**src/rtl/dma_pack_pkg.sv**
```systemverilog
package dma_pack_pkg;
  localparam int BYTE_W = 8;
  localparam int WORD_W = 2 * BYTE_W;

  typedef struct packed {
    logic       capWord;   // capture full read word
    logic       capHi;     // capture read byte into upper half
    logic       capLo;     // capture read byte into lower half
    logic       wrWord;    // current write drives the whole holding word
    logic       wrLo;      // byte write drives the lower half
    logic       commit;    // final write accepted cleanly
    logic [1:0] offset;    // address offset from the active pointer
    logic [2:0] srcStep;
    logic [2:0] dstStep;
  } seqStrobes_t;

  function automatic logic [2:0] stepFor(input logic wide, input logic thisWord,
                                         input logic otherWord);
    if (!wide)          return 3'd1;
    else if (thisWord)  return 3'd2;
    else if (otherWord) return 3'd4;
    else                return 3'd1;
  endfunction
endpackage

```
**src/rtl/dma_pack_ctrl.sv**
```systemverilog
module dma_pack_ctrl
  import dma_pack_pkg::*;
(
  input  logic        clk,
  input  logic        rstN,
  input  logic        start,
  input  logic        busWide,
  input  logic        srcWord,
  input  logic        dstWord,
  input  logic        srcOdd,
  input  logic        dstOdd,
  input  logic        cycAck,
  input  logic        cycErr,
  output logic        cycReq,
  output logic        cycWrite,
  output logic        cycWord,
  output logic        busy,
  output logic        opDone,
  output logic        opErr,
  output seqStrobes_t strb
);
  typedef enum logic [1:0] {ST_IDLE, ST_READ, ST_WRITE} seqState_t;

  seqState_t state;
  logic      idx;
  logic      rdTwo, rdWord, rdStep2;
  logic      wrTwo, wrWord, wrStep2;
  logic [2:0] srcStepQ, dstStepQ;
  logic      accept, good, lastRd, lastWr;

  assign cycReq   = (state != ST_IDLE);
  assign cycWrite = (state == ST_WRITE);
  assign cycWord  = cycWrite ? wrWord : rdWord;
  assign busy     = cycReq;
  assign accept   = cycReq & cycAck;
  assign good     = accept & ~cycErr;
  assign lastRd   = ~rdTwo | idx;
  assign lastWr   = ~wrTwo | idx;

  always_comb begin
    strb         = '0;
    strb.srcStep = srcStepQ;
    strb.dstStep = dstStepQ;
    strb.wrWord  = wrWord;
    strb.wrLo    = idx;
    if (state == ST_READ) begin
      strb.capWord = good & rdWord;
      strb.capHi   = good & ~rdWord & ~idx;
      strb.capLo   = good & ~rdWord & idx;
      strb.offset  = idx ? (rdStep2 ? 2'd2 : 2'd1) : 2'd0;
    end else if (state == ST_WRITE) begin
      strb.commit  = good & lastWr;
      strb.offset  = idx ? (wrStep2 ? 2'd2 : 2'd1) : 2'd0;
    end
  end

  always_ff @(posedge clk) begin
    if (!rstN) begin
      state    <= ST_IDLE;
      idx      <= 1'b0;
      rdTwo    <= 1'b0;
      rdWord   <= 1'b0;
      rdStep2  <= 1'b0;
      wrTwo    <= 1'b0;
      wrWord   <= 1'b0;
      wrStep2  <= 1'b0;
      srcStepQ <= 3'd0;
      dstStepQ <= 3'd0;
      opDone   <= 1'b0;
      opErr    <= 1'b0;
    end else begin
      opDone <= 1'b0;
      opErr  <= 1'b0;
      case (state)
        ST_IDLE: if (start) begin
          rdTwo    <= busWide & (srcWord ? srcOdd : dstWord);
          rdWord   <= busWide & srcWord & ~srcOdd;
          rdStep2  <= ~srcWord;
          wrTwo    <= busWide & (dstWord ? dstOdd : srcWord);
          wrWord   <= busWide & dstWord & ~dstOdd;
          wrStep2  <= ~dstWord;
          srcStepQ <= stepFor(busWide, srcWord, dstWord);
          dstStepQ <= stepFor(busWide, dstWord, srcWord);
          idx      <= 1'b0;
          state    <= ST_READ;
        end
        ST_READ: if (accept) begin
          if (cycErr) begin
            state <= ST_IDLE;
            opErr <= 1'b1;
          end else if (lastRd) begin
            state <= ST_WRITE;
            idx   <= 1'b0;
          end else begin
            idx <= 1'b1;
          end
        end
        ST_WRITE: if (accept) begin
          if (cycErr) begin
            state <= ST_IDLE;
            opErr <= 1'b1;
          end else if (lastWr) begin
            state  <= ST_IDLE;
            opDone <= 1'b1;
          end else begin
            idx <= 1'b1;
          end
        end
        default: state <= ST_IDLE;
      endcase
    end
  end

  // Cycle counter kept only for the bound check below.
  logic [2:0] cycCnt;
  always_ff @(posedge clk) begin
    if (!rstN)                        cycCnt <= 3'd0;
    else if (state == ST_IDLE)        cycCnt <= 3'd0;
    else if (accept && cycCnt != 3'd7) cycCnt <= cycCnt + 3'd1;
  end

  assert_cycle_bound_R11: assert property (@(posedge clk) disable iff (!rstN)
    strb.commit |-> (cycCnt >= 3'd1 && cycCnt <= 3'd3));

  assert_req_stable_R9: assert property (@(posedge clk) disable iff (!rstN)
    (cycReq && !cycAck) |=> (cycReq && $stable(cycWrite) && $stable(cycWord)));
endmodule

```
**src/rtl/dma_pack_dpath.sv**
```systemverilog
module dma_pack_dpath
  import dma_pack_pkg::*;
#(
  parameter int ADDR_W = 16
) (
  input  logic              clk,
  input  logic              rstN,
  input  logic              ptrLoad,
  input  logic [ADDR_W-1:0] srcLoad,
  input  logic [ADDR_W-1:0] dstLoad,
  input  logic              busy,
  input  logic              srcIncEn,
  input  logic              dstIncEn,
  input  logic              cycWrite,
  input  logic [WORD_W-1:0] cycRdata,
  input  seqStrobes_t       strb,
  output logic [ADDR_W-1:0] srcPtr,
  output logic [ADDR_W-1:0] dstPtr,
  output logic [ADDR_W-1:0] cycAddr,
  output logic [WORD_W-1:0] cycWdata
);
  logic [WORD_W-1:0] holdReg;
  logic              loadOk;

  assign loadOk = ptrLoad & ~busy;

  always_ff @(posedge clk) begin
    if (!rstN) begin
      srcPtr <= '0;
      dstPtr <= '0;
    end else if (loadOk) begin
      srcPtr <= srcLoad;
      dstPtr <= dstLoad;
    end else if (strb.commit) begin
      if (srcIncEn) srcPtr <= srcPtr + ADDR_W'(strb.srcStep);
      if (dstIncEn) dstPtr <= dstPtr + ADDR_W'(strb.dstStep);
    end
  end

  always_ff @(posedge clk) begin
    if (!rstN)             holdReg <= '0;
    else if (strb.capWord) holdReg <= cycRdata;
    else if (strb.capHi)   holdReg[WORD_W-1:BYTE_W] <= cycRdata[BYTE_W-1:0];
    else if (strb.capLo)   holdReg[BYTE_W-1:0]      <= cycRdata[BYTE_W-1:0];
  end

  assign cycAddr  = (cycWrite ? dstPtr : srcPtr) + ADDR_W'(strb.offset);
  assign cycWdata = strb.wrWord ? holdReg
                  : {{BYTE_W{1'b0}},
                     strb.wrLo ? holdReg[BYTE_W-1:0] : holdReg[WORD_W-1:BYTE_W]};

  assert_ptr_hold_R8: assert property (@(posedge clk) disable iff (!rstN)
    (!strb.commit && !loadOk) |=> ($stable(srcPtr) && $stable(dstPtr)));
endmodule

```
**src/rtl/dma_pack_seq.sv**
```systemverilog
module dma_pack_seq
  import dma_pack_pkg::*;
#(
  parameter int ADDR_W = 16
) (
  input  logic              clk,
  input  logic              rstN,
  input  logic              ptrLoad,
  input  logic [ADDR_W-1:0] srcLoad,
  input  logic [ADDR_W-1:0] dstLoad,
  input  logic              srcIncEn,
  input  logic              dstIncEn,
  input  logic              busWide,
  input  logic              srcWord,
  input  logic              dstWord,
  input  logic              start,
  output logic              cycReq,
  output logic              cycWrite,
  output logic              cycWord,
  output logic [ADDR_W-1:0] cycAddr,
  output logic [15:0]       cycWdata,
  input  logic [15:0]       cycRdata,
  input  logic              cycAck,
  input  logic              cycErr,
  output logic              busy,
  output logic              opDone,
  output logic              opErr,
  output logic [ADDR_W-1:0] srcPtr,
  output logic [ADDR_W-1:0] dstPtr
);
  seqStrobes_t strb;

  dma_pack_ctrl u_ctrl (
    .clk(clk), .rstN(rstN), .start(start), .busWide(busWide),
    .srcWord(srcWord), .dstWord(dstWord), .srcOdd(srcPtr[0]), .dstOdd(dstPtr[0]),
    .cycAck(cycAck), .cycErr(cycErr), .cycReq(cycReq), .cycWrite(cycWrite),
    .cycWord(cycWord), .busy(busy), .opDone(opDone), .opErr(opErr), .strb(strb)
  );

  dma_pack_dpath #(.ADDR_W(ADDR_W)) u_dpath (
    .clk(clk), .rstN(rstN), .ptrLoad(ptrLoad), .srcLoad(srcLoad), .dstLoad(dstLoad),
    .busy(busy), .srcIncEn(srcIncEn), .dstIncEn(dstIncEn), .cycWrite(cycWrite),
    .cycRdata(cycRdata), .strb(strb), .srcPtr(srcPtr), .dstPtr(dstPtr),
    .cycAddr(cycAddr), .cycWdata(cycWdata)
  );

  assert_word_even_R6: assert property (@(posedge clk) disable iff (!rstN)
    (cycReq && cycWord) |-> !cycAddr[0]);

  assert_addr_stable_R9: assert property (@(posedge clk) disable iff (!rstN)
    (cycReq && !cycAck) |=> ($stable(cycAddr) && $stable(cycWdata)));
endmodule

```
**config.mk**
```make
export PLATFORM = sky130hd
export DESIGN_NAME = dma_pack_seq
export DESIGN_NICKNAME = d
export VERILOG_FILES = /design/src/rtl/dma_pack_pkg.sv /design/src/rtl/dma_pack_ctrl.sv /design/src/rtl/dma_pack_dpath.sv /design/src/rtl/dma_pack_seq.sv
export SDC_FILE = /design/constraint.sdc
export NUM_CORES = 1
export LEC_CHECK = 0
export BUFFER_PORTS_ARGS = -buffer_cell sky130_fd_sc_hd__buf_2
export CORE_MARGIN = 2
export CORE_UTILIZATION = 47
export DETAILED_ROUTE_END_ITERATION = 6
export PLACE_DENSITY_LB_ADDON = 0.3
export SETUP_SLACK_MARGIN = 0.4
export SKIP_LAST_GASP = 1
export SLEW_MARGIN = 20
export SYNTH_ARGS = -nofsm -noshare
export SYNTH_HDL_FRONTEND = slang
export SYNTH_HIERARCHICAL = 1
export SYNTH_SLANG_ARGS = --single-unit
```
**constraint.sdc**
```tcl
create_clock -name clk -period 3.9 [get_ports clk]
set_clock_uncertainty 0.05 [all_clocks]
set_input_delay 0.78 -clock clk [delete_from_list [all_inputs] [get_ports clk]]
set_output_delay 0.78 -clock clk [all_outputs]
set_load 0.005 [all_outputs]
```
==> flow_metrics.py <==
metrics = {
    "status": {
        "outcome": "finished clean",
    },
    "worst_setup_path": {
        "worstSetupEndpointType": "output port",
        "setup.worst_path.class": "flop to output port",
        "start_kind": "flop",
        "cp.required_ps": 3070,
        "regToRegSetupSlack_ps": 670,
        "r2r_cells": 12,
        "cp_max_fo": 4,
        "cp.arrival_ps": 2780,
        "rr_endpoint": "u_dpath/srcPtr[15]",
        "rr_startpoint": "u_ctrl/state[1]",
    },
    "synthesis": {
        "synth_top_family_by_area": "simple AND/OR/NAND/NOR gates",
        "synthCells": 492,
        "ys_seq_area_frac": 0.3116,
        "synth_xor_area_frac": 0.09373,
        "synthTopCellsByArea": "dfxtp_1 (31%), mux2i_1 (7.8%), nor2_1 (5.8%)",
        "ys_top_cells_by_count": "dfxtp_1 (64), nor2_1 (64), a21oi_1 (38)",
        "yosysTopAreaCell": "dfxtp_1",
        "async_reset_ff_frac": 0,
        "synth.top_cell.area_share": 0.3116,
        "synth-main-ff-cell": "dfxtp_1",
        "ys_warn_count": 6,
        "ys_ff_latch": 64,
        "ys_types": 53,
        "syn-mean-instance-area_sq_um": 8.357,
        "synth_mux_area_frac": 0.1053,
        "synth_edf_count": 0,
        "synth_fa_ha_area_frac": 0.06026,
        "syn_nets": 569,
        "syn_area_sq_um": 4111,
        "synth_compound_area_frac": 0.1540,
        "synthSimpleGateAreaFrac": 0.2200,
    },
    "clock_tree": {
        "clk_latency_ps": 340,
        "root_buffer": "clkbuf_8",
        "path_clk_slew_ps": 60,
        "cts_tree": "built",
        "cts-htree-levels": 3,
        "numCtsBuffers": 9,
        "clk_path_buf_depth": 2,
        "numClockSinks": 64,
    },
    "detailed_routing": {
        "drtPass1Iterations": 5,
        "wl_per_cell_um": 16.47,
        "vias": 4136,
        "postRouteAntennaNets": 0,
        "wl_um": 12070,
        "drc": 0,
        "drt-initial-drc-count": 216,
        "viasPerCell": 5.643,
    },
    "floorplan": {
        "die_h_um": 97.53,
        "fp-row-count": 34,
        "dieArea_sq_um": 9512,
        "ios": 129,
        "die_x_um": 97.53,
        "initial_utilization": 0.4785,
        "core_area_sq_um": 8593,
    },
    "min_path": {
        "min_path_cells": 2,
        "hold_class": "flop to flop",
        "min_to": "u_ctrl/rdTwo",
        "min_from": "u_ctrl/rdTwo",
    },
    "placement": {
        "hpwlAfterDp_um": 8434,
        "dp.cells": 699,
        "gp_congestion": 0.8582,
        "port_buffers": 128,
    },
    "global_route": {
        "antenna_found_initial": 0,
        "grt_first_pass_wirelength_um": 18950,
        "grt_remaining_overflow": 0,
        "grt.total_usage": 0.2422,
        "grt_pass1_vias": 4022,
        "grt_max_degree": 61,
    },
    "layout": {
        "areaGrowthSynthToFinish_pct": 28.24,
        "nNetsFinal": 697,
        "antennaDiodeCount": 0,
        "layout-drive-gt1-share": 0.3488,
        "stdcell_count": 733,
    },
    "timing": {
        "setup_viol": 0,
        "holdWs_ps": 448.7,
        "maxSlewHeadroom": 0.2684,
        "fin_crit_sh": 0.9253,
        "rsz0062_at_grt": "yes",
        "slew_viol_final": 0,
        "period_minus_slack_ps": 3609,
        "fin_tns_setup_ps": 0,
        "max_freq_ghz": 0.2771,
        "worst_pin_slew_ps": 1096,
        "finalHoldViolations": 0,
    },
    "pwr": {
        "power.total_mw": 2.360,
        "power_density_nw_per_um2": 447.6,
        "peakVddDrop_v": 0.0004137,
        "p_leak_nw": 2.292,
    },
    "run": {
        "max_cap_viol_count": 0,
    },
}
layout by cell type (no fill, tap or decap), drive strengths merged, types with 6 or more instances in the layout:
cell	Yosys	layout
clkbuf	22	11
buf	11	150
mux2	10	10
a21oi	39	39
xnor2	21	21
nand4	9	9
a2bb2oi	6	6
mux2i	32	32
nor2	64	64
o21ai	22	22
xor2	23	23
dfxtp	64	64
nand2	30	30
nor3	8	8
nor4	7	7
inv	11	11
a211oi	16	16
and2	12	12
nand3	25	25
ha	15	15
nor2b	7	7
per-stage QoR:
stage / util / area, sq um / setup slack [ps]
floorplan: - / 4149 / 408.6
global placement: 0.5542 / 4762 / 391.5
detailed placement: 0.5542 / 4762 / 230.4
CTS: 0.5960 / 5121 / 269.2
global route: 0.6136 / 5273 / 182.1
finish: 0.6136 / 5273 / 291.2
state kept, by name, indices dropped and copies added (netlist names), 2 cells and up:
register / flops
u_ctrl/srcStepQ: 3
u_ctrl/state: 2
u_ctrl/dstStepQ: 2
u_dpath/holdReg: 16
u_dpath/dstPtr: 16
u_dpath/srcPtr: 16
where the power goes:
part           switching, mW  internal (mW)  leakage [nW]
clock                  0.262          0.377         0.106
combinational          0.420          0.384          1.66
sequential             0.169          0.748         0.526
worst max-delay path by stage:
stage	startpoint	endpoint	slack, ps
detailed placement	u_ctrl/state[1]	cycAddr[12]	230
global route	u_ctrl/state[0]	cycAddr[12]	180
CTS	u_ctrl/state[1]	cycAddr[12]	270
finish	u_ctrl/state[1]	cycAddr[8]	290
floorplan	u_ctrl/state[0]	cycAddr[12]	410
global placement	u_ctrl/state[1]	cycAddr[6]	390
final cells by class:
class	instances	area (sq um)
flip-flops and latches	64	1289
fillers	764	3321
multi-input cells	384	2761
clock inverters	5	80.08
well taps	108	135.1
clock buffers	11	141.4
inverters	11	48.80
repair buffers	150	817.0
repair_timing:
| item | 4_1_cts | 5_1_grt |
|---|---|---|
| hold buffers | 0 | 0 |
| setup endpoints to repair | 12 | 11 |
| hold endpoints to repair | 0 | 0 |
| gates cloned | 0 | 0 |
| resized for setup | 18 | 23 |
| pin swaps | 10 | 9 |
| buffers inserted | 11 | 7 |
logic make-up (layout without fill, tap and decap cells):
group / after synthesis / in the layout
simple gates: 182 / 182
mux: 42 / 42
fa+ha+maj: 18 / 18
flops: 64 / 64
buf+inv: 44 / 177
xor+xnor: 44 / 44
compound gates: 98 / 98
metal layers:
layer	part of all wire	GRT usage
met1	0.40	0.2988
met2	0.49	0.4191
met3	0.081	0.05180
met4	0.020	0.08013
met5	0	0
critical path, stage by stage (launching register included):
cell	delay, ps
dfxtp_4	360
inv_4	60
ha_4	150
nor2b_4	150
a21oi_2	30
nor2b_1	130
ha_2	200
inv_2	40
fa_2	370
a211oi_4	260
buf_6	160
buf_6	90
buf_4	100
nand2_2	40
xor2_1	150
buf_2	140
Note: power is estimated with default switching activity, not from simulation.
